`config.mk`:
```
export PLATFORM = sky130hd
export DESIGN_NAME = shreg_multi
export DESIGN_NICKNAME = d
export VERILOG_FILES = /design/src/rtl/shreg_pkg.sv /design/src/rtl/shreg_mode_sel.sv /design/src/rtl/shreg_bit_next.sv /design/src/rtl/shreg_multi.sv
export SDC_FILE = /design/constraint.sdc
export NUM_CORES = 1
export LEC_CHECK = 0
export BUFFER_PORTS_ARGS = -buffer_cell sky130_fd_sc_hd__buf_4
export CAP_MARGIN = 20
export CORE_ASPECT_RATIO = 0.6
export CORE_MARGIN = 1
export CORE_UTILIZATION = 50
export CTS_BUF_LIST = sky130_fd_sc_hd__clkbuf_2
export DETAILED_ROUTE_END_ITERATION = 10
export PLACE_DENSITY = 0.81
export SYNTH_ARGS = -nofsm -noshare
export SYNTH_HDL_FRONTEND = slang
export SYNTH_SLANG_ARGS = --single-unit
```
`constraint.sdc`:
```
create_clock -name clk -period 1.87 [get_ports clk]
set_input_delay 0.187 -clock clk [delete_from_list [all_inputs] [get_ports clk]]
set_output_delay 0.187 -clock clk [all_outputs]
set_load 0.1 [all_outputs]
```
`src/rtl/shreg_pkg.sv`:
```
package shreg_pkg;
  typedef enum logic [2:0] {
    MODE_HOLD = 3'd0,
    MODE_LOAD = 3'd1,
    MODE_ROTR = 3'd2,
    MODE_SRA  = 3'd3,
    MODE_SRL  = 3'd4,
    MODE_SHL  = 3'd5
  } mode_e;
endpackage

```
`src/rtl/shreg_mode_sel.sv`:
```
module shreg_mode_sel
  import shreg_pkg::*;
(
  input  logic  ctl_load,
  input  logic  ctl_rotr,
  input  logic  ctl_sra,
  input  logic  ctl_srl,
  input  logic  ctl_shl,
  output mode_e mode
);
  // Fixed priority: load, rotate, arithmetic right, logical right, left
  always_comb begin
    if (ctl_load)      mode = MODE_LOAD;
    else if (ctl_rotr) mode = MODE_ROTR;
    else if (ctl_sra)  mode = MODE_SRA;
    else if (ctl_srl)  mode = MODE_SRL;
    else if (ctl_shl)  mode = MODE_SHL;
    else               mode = MODE_HOLD;
  end
endmodule

```
`src/rtl/shreg_bit_next.sv`:
```
module shreg_bit_next
  import shreg_pkg::*;
(
  input  mode_e mode,
  input  logic  own,
  input  logic  from_above,
  input  logic  from_below,
  input  logic  load_bit,
  output logic  next
);
  always_comb begin
    unique case (mode)
      MODE_LOAD: next = load_bit;
      MODE_ROTR,
      MODE_SRA,
      MODE_SRL:  next = from_above;
      MODE_SHL:  next = from_below;
      default:   next = own;
    endcase
  end
endmodule

```
`src/rtl/shreg_multi.sv`:
```
module shreg_multi
  import shreg_pkg::*;
#(
  parameter int W = 16
) (
  input  logic         clk,
  input  logic         rst_n,
  input  logic         ctl_load,
  input  logic         ctl_rotr,
  input  logic         ctl_sra,
  input  logic         ctl_srl,
  input  logic         ctl_shl,
  input  logic         carry_in,
  input  logic [W-1:0] din,
  output logic [W-1:0] q,
  output logic         shift_out
);
  localparam int MSB = W - 1;

  mode_e          mode;
  logic           top_fill;
  logic [W-1:0]   q_next;

  shreg_mode_sel u_sel (
    .ctl_load (ctl_load),
    .ctl_rotr (ctl_rotr),
    .ctl_sra  (ctl_sra),
    .ctl_srl  (ctl_srl),
    .ctl_shl  (ctl_shl),
    .mode     (mode)
  );

  // Bit entering the top on a right move
  always_comb begin
    unique case (mode)
      MODE_ROTR: top_fill = carry_in;
      MODE_SRA:  top_fill = q[MSB];
      default:   top_fill = 1'b0;
    endcase
  end

  generate
    for (genvar i = 0; i < W; i++) begin : g_bit
      logic above;
      logic below;
      if (i == MSB) begin : g_top
        assign above = top_fill;
      end else begin : g_mid_hi
        assign above = q[i+1];
      end
      if (i == 0) begin : g_bot
        assign below = 1'b0;
      end else begin : g_mid_lo
        assign below = q[i-1];
      end
      shreg_bit_next u_bit (
        .mode       (mode),
        .own        (q[i]),
        .from_above (above),
        .from_below (below),
        .load_bit   (din[i]),
        .next       (q_next[i])
      );
    end
  endgenerate

  always_ff @(posedge clk or negedge rst_n) begin
    if (!rst_n) q <= '0;
    else        q <= q_next;
  end

  always_comb begin
    unique case (mode)
      MODE_ROTR, MODE_SRA, MODE_SRL: shift_out = q[0];
      MODE_SHL:                      shift_out = q[MSB];
      default:                       shift_out = 1'b0;
    endcase
  end

  // ---- assertions ----
  logic none_raised;
  assign none_raised = !(ctl_load || ctl_rotr || ctl_sra || ctl_srl || ctl_shl);

  assert_hold_R2: assert property (@(posedge clk) disable iff (!rst_n)
    none_raised |=> $stable(q));

  assert_load_R3: assert property (@(posedge clk) disable iff (!rst_n)
    ctl_load |=> q == $past(din));

  assert_sra_R4: assert property (@(posedge clk) disable iff (!rst_n)
    (ctl_sra && !ctl_load && !ctl_rotr) |=>
      (q[MSB] == $past(q[MSB])) && (q[MSB-1:0] == $past(q[MSB:1])));

  assert_srl_R5: assert property (@(posedge clk) disable iff (!rst_n)
    (ctl_srl && !ctl_load && !ctl_rotr && !ctl_sra) |=>
      (q[MSB] == 1'b0) && (q[MSB-1:0] == $past(q[MSB:1])));

  assert_shl_R6: assert property (@(posedge clk) disable iff (!rst_n)
    (ctl_shl && none_raised == 1'b0 && !ctl_load && !ctl_rotr && !ctl_sra && !ctl_srl) |=>
      (q[0] == 1'b0) && (q[MSB:1] == $past(q[MSB-1:0])));

  assert_rotr_R7: assert property (@(posedge clk) disable iff (!rst_n)
    (ctl_rotr && !ctl_load) |=>
      (q[MSB] == $past(carry_in)) && (q[MSB-1:0] == $past(q[MSB:1])));
endmodule

```
# [After elaboration in Yosys (flattened, before gate mapping)]
# Index checks and enable logic that the tools add are counted.
[totals] ff_bits=16 latchBits=0 ramBits=0 mem_bits_ro=0 inputBits=24 out_inout_bits=17 mem_count=0
[op_classes] n_addsub=0 n_mul=0 n_div=0 order_cmp=0 n_eq_ne=6 shifts=0 mux=23 n_bitwise=0 reduce_logical=3
[op_table] cell="1-bit case mux with 3 select lines" n=16
[op_table] cell="3-bit 2-to-1 mux" n=5
[op_table] cell="3-bit by 2-bit == test with 1-bit output, second input constant" n=2
[op_table] cell="3-bit == test, second input constant" n=2
[op_table] cell="1-bit case mux with 2 select lines" n=2
[op_table] cell="3-bit by 1-bit == test with 1-bit output, second input constant" n=1
[op_table] cell="3-bit nonzero test" n=1
[op_table] cell="3-bit OR reduction" n=1
[op_table] cell="2-bit inequality test, second input constant" n=1
[op_table] cell="2-bit AND reduction" n=1

# [Logic depth before layout (Yosys ltp)]
# Gate-level depths: netlist of the first run.
[logic_depth] word_depth=9 depth_mapped=7 ltp_nobuf=3

# [By module]
# Synthesis of the first run repeated with hierarchy kept, for this count alone.
[hier_totals] hier_cells=78 area_unflattened_um2=1213.7
[modules_own_cells] module="shreg_bit_next" instances=16 cells_each=3 area_each_um2=45.0 seq_area_each_um2=0.0
[modules_own_cells] module="shreg_multi" instances=1 cells_each=23 area_each_um2=455.4 seq_area_each_um2=400.4
[modules_own_cells] module="shreg_mode_sel" instances=1 cells_each=7 area_each_um2=37.5 seq_area_each_um2=0.0

# [Least setup slack after synthesis of the first run]
# No wires, ideal clock.
[synth_path] path_type="in2out" start="in ctl_sra" end="out shift_out" arrival_time_ps=2540 slack_ps=-857 path_stages=4 n_path_buf=1 cell_sequence="nor3_1 > buf_2 > nand3_1 > a21oi_1"
[synth_between] elab_chain_len=6 elab_cells_between_ends=9 cone_classes="4 x eq/ne; 4 x mux; 1 x reduce/logical"
[synth_lines] element="start: declaration" line="shreg_multi.sv:10" source="input logic ctl_sra,"
[synth_lines] element="3-bit 2-to-1 mux (*)" line="shreg_mode_sel.sv:15" source="else if (ctl_sra) mode = MODE_SRA;"
[synth_lines] element="3-bit 2-to-1 mux (*)" line="shreg_mode_sel.sv:14" source="else if (ctl_rotr) mode = MODE_ROTR;"
[synth_lines] element="3-bit 2-to-1 mux (*)" line="shreg_mode_sel.sv:13" source="if (ctl_load) mode = MODE_LOAD;"
[synth_lines] element="3-bit by 2-bit == test with 1-bit output / 3-bit == test (equally long branches)" line="shreg_multi.sv:73" source="unique case (mode)"
[synth_lines] element="3-bit OR reduction" line="shreg_multi.sv:73"
[synth_lines] element="1-bit case mux with 2 select lines (*)" line="shreg_multi.sv:73"
[synth_lines] element="end: declaration" line="shreg_multi.sv:16" source="output logic shift_out"
# Mark *: on every way between the ends. The rest lies on a longest branch, timed or not.

# [Worst setup path after layout of the first run]
# Ends and elaborated chain as after synthesis.

==> results of run 1 <==
-- worst max-delay path: cells and delay by family --
family	cells	cell delay [ns]
compound gates	1	0.14
buf+inv	2	0.41
simple gates	2	0.53
-- stage by stage --
stage	cell area [um2]	cells	util, %
2_1_floorplan	1140	131	-
6_report	1340	180	67.8
4_1_cts	1340	180	67.8
3_3_place_gp	1320	176	66.5
3_5_place_dp	1320	176	66.5
5_1_grt	1340	180	67.8
-- logic make-up after synthesis --
| kind of cell | share of synthesized area [%] |
|---|---|
| simple gates | 26.2 |
| mux | 1.78 |
| buf+inv | 16.5 |
| compound gates | 20.0 |
| flops | 35.5 |
-- where the power goes --
group | leakage, nW | internal [W] | total (W) | switching (W)
Sequential | 0.195 | 0.000383 | 0.000422 | 0.0000390
Combinational | 0.393 | 0.000148 | 0.000536 | 0.000388
Clock | 0.0125 | 0.0000438 | 0.000141 | 0.0000975
-- worst paths after layout --
kind,startpoint,end,slack [ns],cells after the start
min reg2reg,q[14]$_DFFE_PN0P_,q[14]$_DFFE_PN0P_,0.56,1
min in group asynchronous,rst_n,q[8]$_DFFE_PN0P_,0.29,2
max in group asynchronous,rst_n,q[2]$_DFFE_PN0P_,1.40,2
min,din[0],q[0]$_DFFE_PN0P_,0.11,3
max,ctl_sra,shift_out,0.40,5
max reg2reg,q[15]$_DFFE_PN0P_,q[15]$_DFFE_PN0P_,0.91,3
-- placed cells by master (no fill, tap or decap) --
| master | instances |
|---|---|
| nor3b_1 | 13 |
| nand3_1 | 1 |
| buf_4 | 43 |
| dfrtp_1 | 16 |
| nand2b_1 | 1 |
| inv_1 | 1 |
| a21oi_1 | 1 |
| nand2_1 | 16 |
| o21a_1 | 1 |
| or4_1 | 1 |
| or2_1 | 1 |
| o21ai_0 | 17 |
| o22a_1 | 14 |
| clkbuf_2 | 3 |
| mux2i_1 | 2 |
| nor3_2 | 1 |
| nor2b_1 | 15 |
| nor2_1 | 1 |
| a21oi_4 | 1 |
| dlygate4sd3_1 | 1 |
| nor3_1 | 2 |
-- metal layers --
layer | track usage (%) | share of wire [%] | vias up
met5 | 0 | 0 | -
met4 | 3.41 | 0 | 0
met2 | 38.2 | 45 | 38
li1 | - | - | 481
met1 | 29.0 | 48 | 439
met3 | 6.76 | 6.9 | 0
-- cell type report --
type	instances	area, um2
fill	163	638
multi-input combinational	88	557
sequential	16	400
timing repair buffer	44	333
tap	28	35.0
clock buffer	3	15.0
inverter	1	3.75
-- what timing repair did --
action | CTS | global route
hold endpoints to repair | 16 | 0
hold buffers | 1 | 0
setup endpoints to repair | 0 | 0
==> flow_metrics.py, run 1 <==
metrics = {
    "run_status": {
        "outcome": "complete, no violations",
    },
    "critical_path": {
        "path_class": "in2out",
        "worstPathCellList": "buf_4 -> nor3_2 -> nand3_1 -> a21oi_4 -> buf_4",
        "startpoint_type": "input pin",
        "crit_path_max_fanout": 4,
        "critPathRequiredTime_ns": 1.68,
        "crit_top_cell": "buf_4",
        "slowest_delay_ns": 0.35,
        "cp.arrival_ns": 1.28,
        "end_kind": "output port",
        "cp_slowest_cell": "nor3_2",
    },
    "layout": {
        "regMostFlops": "q",
        "antennaDiodeCount": 0,
        "drive_gt1_share_pct": 31.6,
        "top_regs": "q x16",
        "largest_reg_flops": 16,
        "layout.nets": 178,
        "area_growth_pct": 19.2,
    },
    "clock_tree": {
        "cts.repair.resized": 0,
        "clk_pin_slew_worst_paths_ns": 0.13,
        "cts_max_path_buffers": 2,
        "htree_levels": 1,
        "clkSinkCount": 16,
        "cts_setup_buffers": 0,
        "cts_tree": "done",
        "clock_latency_ns": 0.27,
        "cts_inserted_buffers": 3,
        "cts-root-buf": "clkbuf_2",
    },
    "floorplanning": {
        "die_w_um": 63.3,
        "fp.dieArea_um2": 2450,
        "num_rows": 12,
        "core_area_um2": 1980,
        "fp.dieH_um": 38.8,
        "floorplan.initialDensity_pct": 56.9,
        "io_pins": 41,
    },
    "placement": {
        "dp_slack_ns": 0.206,
        "dp_hpwl_um": 1760,
        "port_buffers": 40,
        "gp_congestion": 0.743,
    },
    "yosys": {
        "synth_cell_types": 20,
        "netlist_area_um2": 1130,
        "avgSynthCellArea_um2": 8.61,
        "synth_common_cells": "17 x o21ai_0, 16 x buf_4, 16 x dfrtp_1, 16 x nand2_1, 15 x nor2b_1",
        "yosys_most_used_dff": "dfrtp_1",
        "synthesis.nets": 155,
        "synthTopCellsByArea": "dfrtp_1 36%, o22a_1 11%, buf_4 11%",
        "ys_seq_area_share_pct": 35.5,
        "syn_inst": 131,
        "ys.warnings.count": 0,
        "synth_edf_count": 0,
        "async_flop_share_pct": 100,
        "synth.most_common_cell": "o21ai_0",
        "synth.largest_area_cell": "dfrtp_1",
        "ys_seq_elements": 16,
        "yosysTopAreaCellShare_pct": 35.5,
    },
    "flow_run": {
        "cap_violations": 0,
    },
    "timing": {
        "rsz0062_at_grt": "no",
        "max_freq_ghz": 0.682,
        "timing.hold.ws_ns": 0.111,
        "tightest_slew_ns": 0.519,
        "slew-limit-headroom_pct": 65.4,
        "layout_setup_ws_ns": 0.405,
        "fin_tns_setup_ns": 0,
        "drv_slew": 0,
        "finalSetupViolations": 0,
        "fin_skew_ns": 0.000544,
        "fin_crit_sh_pct": 78.4,
        "finalHoldViolations": 0,
        "fin_crit_ns": 1.47,
    },
    "detailed_routing": {
        "vias_per_cell": 5.32,
        "drc_errors": 0,
        "first_pass_iters": 4,
        "num_vias": 958,
        "wl_per_cell_um": 13.8,
        "ant_nets": 0,
        "first_iter_violations": 48,
        "routed_wl_um": 2480,
    },
    "global_routing": {
        "grt_pass1_wl_um": 4020,
        "grt_start_max_net_pins": 35,
        "grt.overflow.total": 0,
        "grt_pass1_vias": 860,
        "grt.total_usage_pct": 22.4,
        "grt_antenna_before_repair": 0,
    },
    "power": {
        "power_density_nw_per_um2": 818,
        "p_leak_nw": 0.600,
        "totalPowerFinal_w": 0.00110,
        "ir_drop_mv": 0.448,
    },
    "hold_path": {
        "hold_class": "in2reg",
    },
}
No activity file was read; power rests on OpenSTA's default activity.
==> inputs of run 2 (changes only) <==
==> constraint.sdc (replaced) <==
create_clock -name clk -period 1.5 [get_ports clk]
set_input_delay 0.15 -clock clk [delete_from_list [all_inputs] [get_ports clk]]
set_output_delay 0.15 -clock clk [all_outputs]
set_load 0.1 [all_outputs]
==> run 2 against run 1 <==
Compared with the run above: critical path depth fell by 2; combinational power rose by 28%; routed wire length increased by 8.4%; cell area grew 4.4%; via count grew 4.9%; count of clock-buffer cells in the layout stayed put; utilization up 3.0 points; global-route usage up 3.3 points; non-clock buffer count is 6 higher; sequential power increased by 25%; clock skew hardly changed; cell count is 3.9% higher; largest cell class unchanged; largest power group unchanged.
==> flow_metrics.py, run 2 (synthesis results as in run 1) <==
metrics = {
    "global_routing": {
        "grt_pass1_vias": 997,
        "grt_pass1_wl_um": 4620,
        "grt.total_usage_pct": 25.7,
        "grt.overflow.total": 0,
        "grt_antenna_before_repair": 0,
        "grt_start_max_net_pins": 35,
    },
    "placement": {
        "port_buffers": 40,
        "gp_congestion": 0.735,
        "dp_hpwl_um": 1980,
    },
    "floorplanning": {
        "fp.dieArea_um2": 2450,
        "io_pins": 41,
        "core_area_um2": 1980,
        "floorplan.initialDensity_pct": 56.9,
        "die_w_um": 63.3,
        "fp.dieH_um": 38.8,
        "num_rows": 12,
    },
    "critical_path": {
        "path_buf_inv": 1,
        "path_class": "reg2out",
        "startpoint_type": "register",
        "end_kind": "output port",
        "cp.arrival_ns": 1.27,
        "cp_slowest_cell": "dfrtp_1",
        "crit_path_max_fanout": 4,
        "slowest_delay_ns": 0.46,
        "cpLargestDelayFamily": "flip-flops",
        "worstPathCellList": "nand2b_1 -> a21oi_4 -> buf_6",
        "critPathRequiredTime_ns": 1.35,
    },
    "clock_tree": {
        "clk_pin_slew_worst_paths_ns": 0.16,
        "cts_tree": "done",
        "cts_inserted_buffers": 3,
        "htree_levels": 1,
        "clkSinkCount": 16,
        "clock_latency_ns": 0.29,
        "cts_setup_buffers": 0,
        "cts-root-buf": "clkbuf_2",
        "cts_max_path_buffers": 2,
    },
    "power": {
        "p_leak_nw": 0.633,
        "ir_drop_mv": 0.546,
        "seq_power_share_pct": 37.5,
        "combPwrFrac_pct": 48.4,
        "totalPowerFinal_w": 0.00141,
        "p_int_w": 0.000730,
        "power_switching_w": 0.000683,
        "swShare_pct": 48.3,
        "power_density_nw_per_um2": 1010,
        "clockPowerShare_pct": 14.1,
    },
    "timing": {
        "fin_skew_ns": 0.000824,
        "fin_crit_sh_pct": 94.6,
        "fin_crit_ns": 1.42,
        "tightest_slew_ns": 0.354,
        "slew-limit-headroom_pct": 76.4,
        "finalSetupViolations": 0,
        "max_freq_ghz": 0.705,
        "finalHoldViolations": 0,
        "drv_slew": 0,
        "rsz0062_at_grt": "no",
    },
    "layout": {
        "layout.cells.most_common_list": "48 x buf_4, 17 x o21ai_0, 16 x nand2_1, 16 x dfrtp_1, 15 x nor2b_1",
        "fill_cells": 174,
        "area_growth_pct": 24.4,
        "layout.nets": 184,
        "multi_input_area_um2": 563,
        "final_common_cell": "buf_4",
        "regMostFlops": "q",
        "largest_reg_flops": 16,
        "utilization_pct": 70.8,
        "regArea_um2": 400,
        "antennaDiodeCount": 0,
        "top_regs": "q x16",
        "drive_gt1_share_pct": 34.0,
    },
    "detailed_routing": {
        "drc_errors": 0,
        "routed_wl_um": 2680,
        "vias_per_cell": 5.37,
        "ant_nets": 0,
        "wl_per_cell_um": 14.4,
        "first_pass_iters": 4,
        "first_iter_violations": 33,
        "num_vias": 1005,
    },
    "run_status": {
        "outcome": "complete, no violations",
    },
    "hold_path": {
        "hold_class": "in2reg",
    },
    "flow_run": {
        "cap_violations": 0,
    },
}
[run 2: power by group through the flow]
stage	clock, W	sequential (W)	combinational [W]
floorplan	0	0.000520	0.000583
global placement	0	0.000533	0.000671
detailed placement	0	0.000536	0.000682
CTS	0.000209	0.000528	0.000685
global route	0.000230	0.000539	0.000717
finish	0.000200	0.000529	0.000684
[run 2: layout make-up]
cell class	count	share of cell area, %
multi-input combinational	88	40.1
sequential	16	28.5
timing repair buffer	50	27.2
tap	28	2.50
clock buffer	3	1.07
clock inverter	1	0.268
inverter	1	0.268
[run 2: metrics by stage]
| step | hold WS [ns] | cell area, um2 | worst slack [ns] | TNS [ns] | cells |
|---|---|---|---|---|---|
| CTS | 0.0573 | 1400 | 0.0210 | 0 | 187 |
| floorplan | -0.146 | 1150 | -0.0692 | -0.670 | 131 |
| global route | 0.0403 | 1400 | 0.00747 | 0 | 187 |
| global placement | 0.0192 | 1370 | -0.0185 | -0.172 | 182 |
| finish | 0.0687 | 1400 | 0.0811 | 0 | 187 |
| detailed placement | 0.0247 | 1370 | -0.0781 | -0.746 | 182 |
[run 2: worst paths after layout]
path / startpoint / end / slack (ns) / depth (start not counted)
max: q[0]$_DFFE_PN0P_ / shift_out / 0.08 / 3
min: din[0] / q[0]$_DFFE_PN0P_ / 0.07 / 3
max reg2reg: q[0]$_DFFE_PN0P_ / q[0]$_DFFE_PN0P_ / 0.56 / 3
min reg2reg: q[14]$_DFFE_PN0P_ / q[14]$_DFFE_PN0P_ / 0.57 / 1
max in group asynchronous: rst_n / q[14]$_DFFE_PN0P_ / 1.10 / 2
min in group asynchronous: rst_n / q[8]$_DFFE_PN0P_ / 0.22 / 2
[run 2: worst min-delay path: cells and delay by family]
| family | cells | cell delay [ns] |
|---|---|---|
| buffers and inverters | 1 | 0.08 |
| AOI/OAI and AO/OA | 1 | 0.06 |
| and+or+nand+nor | 1 | 0.04 |
[run 2: timing repair]
| action | in CTS | in global routing |
|---|---|---|
| hold buffers | 1 | 0 |
| gates resized for setup | 0 | 1 |
| endpoints found under the hold margin | 16 | 0 |
| setup endpoints to repair | 0 | 1 |
[run 2: routing by layer]
layer | global-route usage [%] | up-vias | wire length [um]
met3 | 6.18 | 2 | 169
met5 | 0 | - | 0
met1 | 33.2 | 477 | 1270
met2 | 43.8 | 34 | 1230
li1 | - | 492 | -
met4 | 7.39 | 0 | 7
==> inputs of run 3 (changes only) <==
--- a/config.mk
+++ b/config.mk
@@ -8,7 +8,7 @@
 export BUFFER_PORTS_ARGS = -buffer_cell sky130_fd_sc_hd__buf_4
 export CAP_MARGIN = 20
 export CORE_ASPECT_RATIO = 0.6
-export CORE_MARGIN = 1
+export CORE_MARGIN = 8
 export CORE_UTILIZATION = 50
 export CTS_BUF_LIST = sky130_fd_sc_hd__clkbuf_2
 export DETAILED_ROUTE_END_ITERATION = 10
==> run 3 against run 2 <==
Compared with the run above: cell count rose by 0.53%; non-clock buffer count fell by 1; register-to-register slack is essentially flat; cell area increased by 0.53%; power decreased by 0.47%; critical path type unchanged; critical endpoint unchanged; largest cell class unchanged.
==> flow_metrics.py, run 3 (synthesis results as in run 1) <==
metrics = {
    "run_status": {
        "outcome": "complete, no violations",
    },
    "timing": {
        "slew-limit-headroom_pct": 76.7,
        "finalHoldViolations": 0,
        "fin_tns_setup_ns": 0,
        "tightest_slew_ns": 0.350,
        "fin_skew_ns": 0.00755,
        "max_freq_ghz": 0.721,
        "rsz0062_at_grt": "no",
        "finalSetupViolations": 0,
        "timing.hold.ws_ns": 0.0465,
        "drv_slew": 0,
        "fin_crit_ns": 1.39,
        "fin_crit_sh_pct": 92.5,
    },
    "power": {
        "power_density_nw_per_um2": 997,
        "p_leak_nw": 0.635,
        "ir_drop_mv": 0.518,
    },
    "flow_run": {
        "cap_violations": 0,
    },
    "critical_path": {
        "crit_start": "q[0]$_DFFE_PN0P_",
        "crit_path_max_fanout": 4,
        "end_kind": "output port",
        "startpoint_type": "register",
        "critPathRequiredTime_ns": 1.35,
        "cp.arrival_ns": 1.24,
        "r2r_start": "q[7]$_DFFE_PN0P_",
        "path_class": "reg2out",
    },
    "detailed_routing": {
        "first_pass_iters": 4,
        "ant_nets": 0,
        "drc_errors": 0,
        "wl_per_cell_um": 15.0,
        "num_vias": 1001,
        "routed_wl_um": 2830,
        "vias_per_cell": 5.32,
        "first_iter_violations": 48,
    },
    "placement": {
        "port_buffers": 40,
        "gp_congestion": 0.758,
        "dp_hpwl_um": 2080,
    },
    "clock_tree": {
        "cts_inserted_buffers": 3,
        "clk_pin_slew_worst_paths_ns": 0.15,
        "htree_levels": 1,
        "cts_setup_buffers": 0,
        "clkSinkCount": 16,
        "clock_latency_ns": 0.30,
        "cts-root-buf": "clkbuf_2",
        "cts_max_path_buffers": 2,
        "cts_tree": "done",
    },
    "floorplanning": {
        "io_pins": 41,
        "fp.dieArea_um2": 4080,
        "core_area_um2": 2150,
        "die_w_um": 77.3,
        "fp.dieH_um": 52.8,
        "num_rows": 13,
        "floorplan.initialDensity_pct": 52.5,
    },
    "layout": {
        "regArea_um2": 400,
        "area_growth_pct": 25.1,
        "antennaDiodeCount": 0,
        "drive_gt1_share_pct": 33.5,
        "multi_input_area_um2": 563,
        "final_common_cell": "buf_4",
        "layout.cells.most_common_list": "46 x buf_4, 17 x o21ai_0, 16 x nand2_1, 16 x dfrtp_1, 15 x nor2b_1",
        "layout.nets": 183,
        "fill_cells": 203,
        "top_regs": "q x16",
        "largest_reg_flops": 16,
        "regMostFlops": "q",
    },
    "hold_path": {
        "hold_class": "in2reg",
        "min_from": "din[0]",
    },
    "global_routing": {
        "grt_pass1_vias": 998,
        "grt_antenna_before_repair": 0,
        "grt_start_max_net_pins": 35,
        "grt.total_usage_pct": 13.9,
        "grt_pass1_wl_um": 4610,
        "grt.overflow.total": 0,
    },
}
## run 3: cell types whose count changed in the layout (fill, tap and decap cells not counted)
cell	delta
buf_4	-2
buf_12	+1
## run 3: area by class of cell
class                   count  area share, %
flip-flops and latches     16           28.4
multi-input cells          88           39.9
repair buffers             49           27.4
clock inverters             1          0.266
inverters                   1          0.266
well taps                  30           2.66
clock buffers               3           1.06
## run 3: worst paths after layout
path	end	slack [ns]	depth (start not counted)
min in group asynchronous	q[7]$_DFFE_PN0P_	0.22	2
max in group asynchronous	q[14]$_DFFE_PN0P_	1.09	2
min reg2reg	q[14]$_DFFE_PN0P_	0.57	1
max reg2reg	q[8]$_DFFE_PN0P_	0.55	3
min	q[0]$_DFFE_PN0P_	0.05	3
max	shift_out	0.11	3
## run 3: critical path, stage by stage (launching register included)
cell	delay (ns)
dfrtp_1	0.44
nand2b_1	0.11
a21oi_4	0.15
buf_6	0.23
## run 3: through the flow
step | instances | setup WS (ns) | total power (W) | util, % | cell area, um2
2_1_floorplan | 131 | -0.0692 | 0.00110 | - | 1150
4_1_cts | 188 | 0.0390 | 0.00142 | 65.5 | 1410
5_1_grt | 188 | 0.0116 | 0.00147 | 65.7 | 1410
6_report | 188 | 0.113 | 0.00141 | 65.7 | 1410
3_3_place_gp | 183 | -0.0201 | 0.00121 | 64.2 | 1380
3_5_place_dp | 183 | -0.0504 | 0.00122 | 64.2 | 1380
## run 3: metal layers
metal | vias to the layer above | part of all wire [%] | track usage, %
li1 | 495 | - | -
met1 | 473 | 47 | 16.8
met2 | 28 | 46 | 23.4
met3 | 5 | 5.8 | 5.31
met4 | 0 | 0.57 | 2.80
met5 | - | 0 | 0
## run 3: report_power, final
group | switching (W) | internal [W] | total, W
combinational | 0.000491 | 0.000194 | 0.000685
clock | 0.000137 | 0.0000579 | 0.000195
sequential | 0.0000484 | 0.000478 | 0.000527
total | 0.000676 | 0.000730 | 0.00141
## run 3: timing repair
item                                   CTS  global route
gates resized for setup                  0             1
endpoints found under the hold margin   16             0
hold buffers                             1             0
setup endpoints to repair                0             1
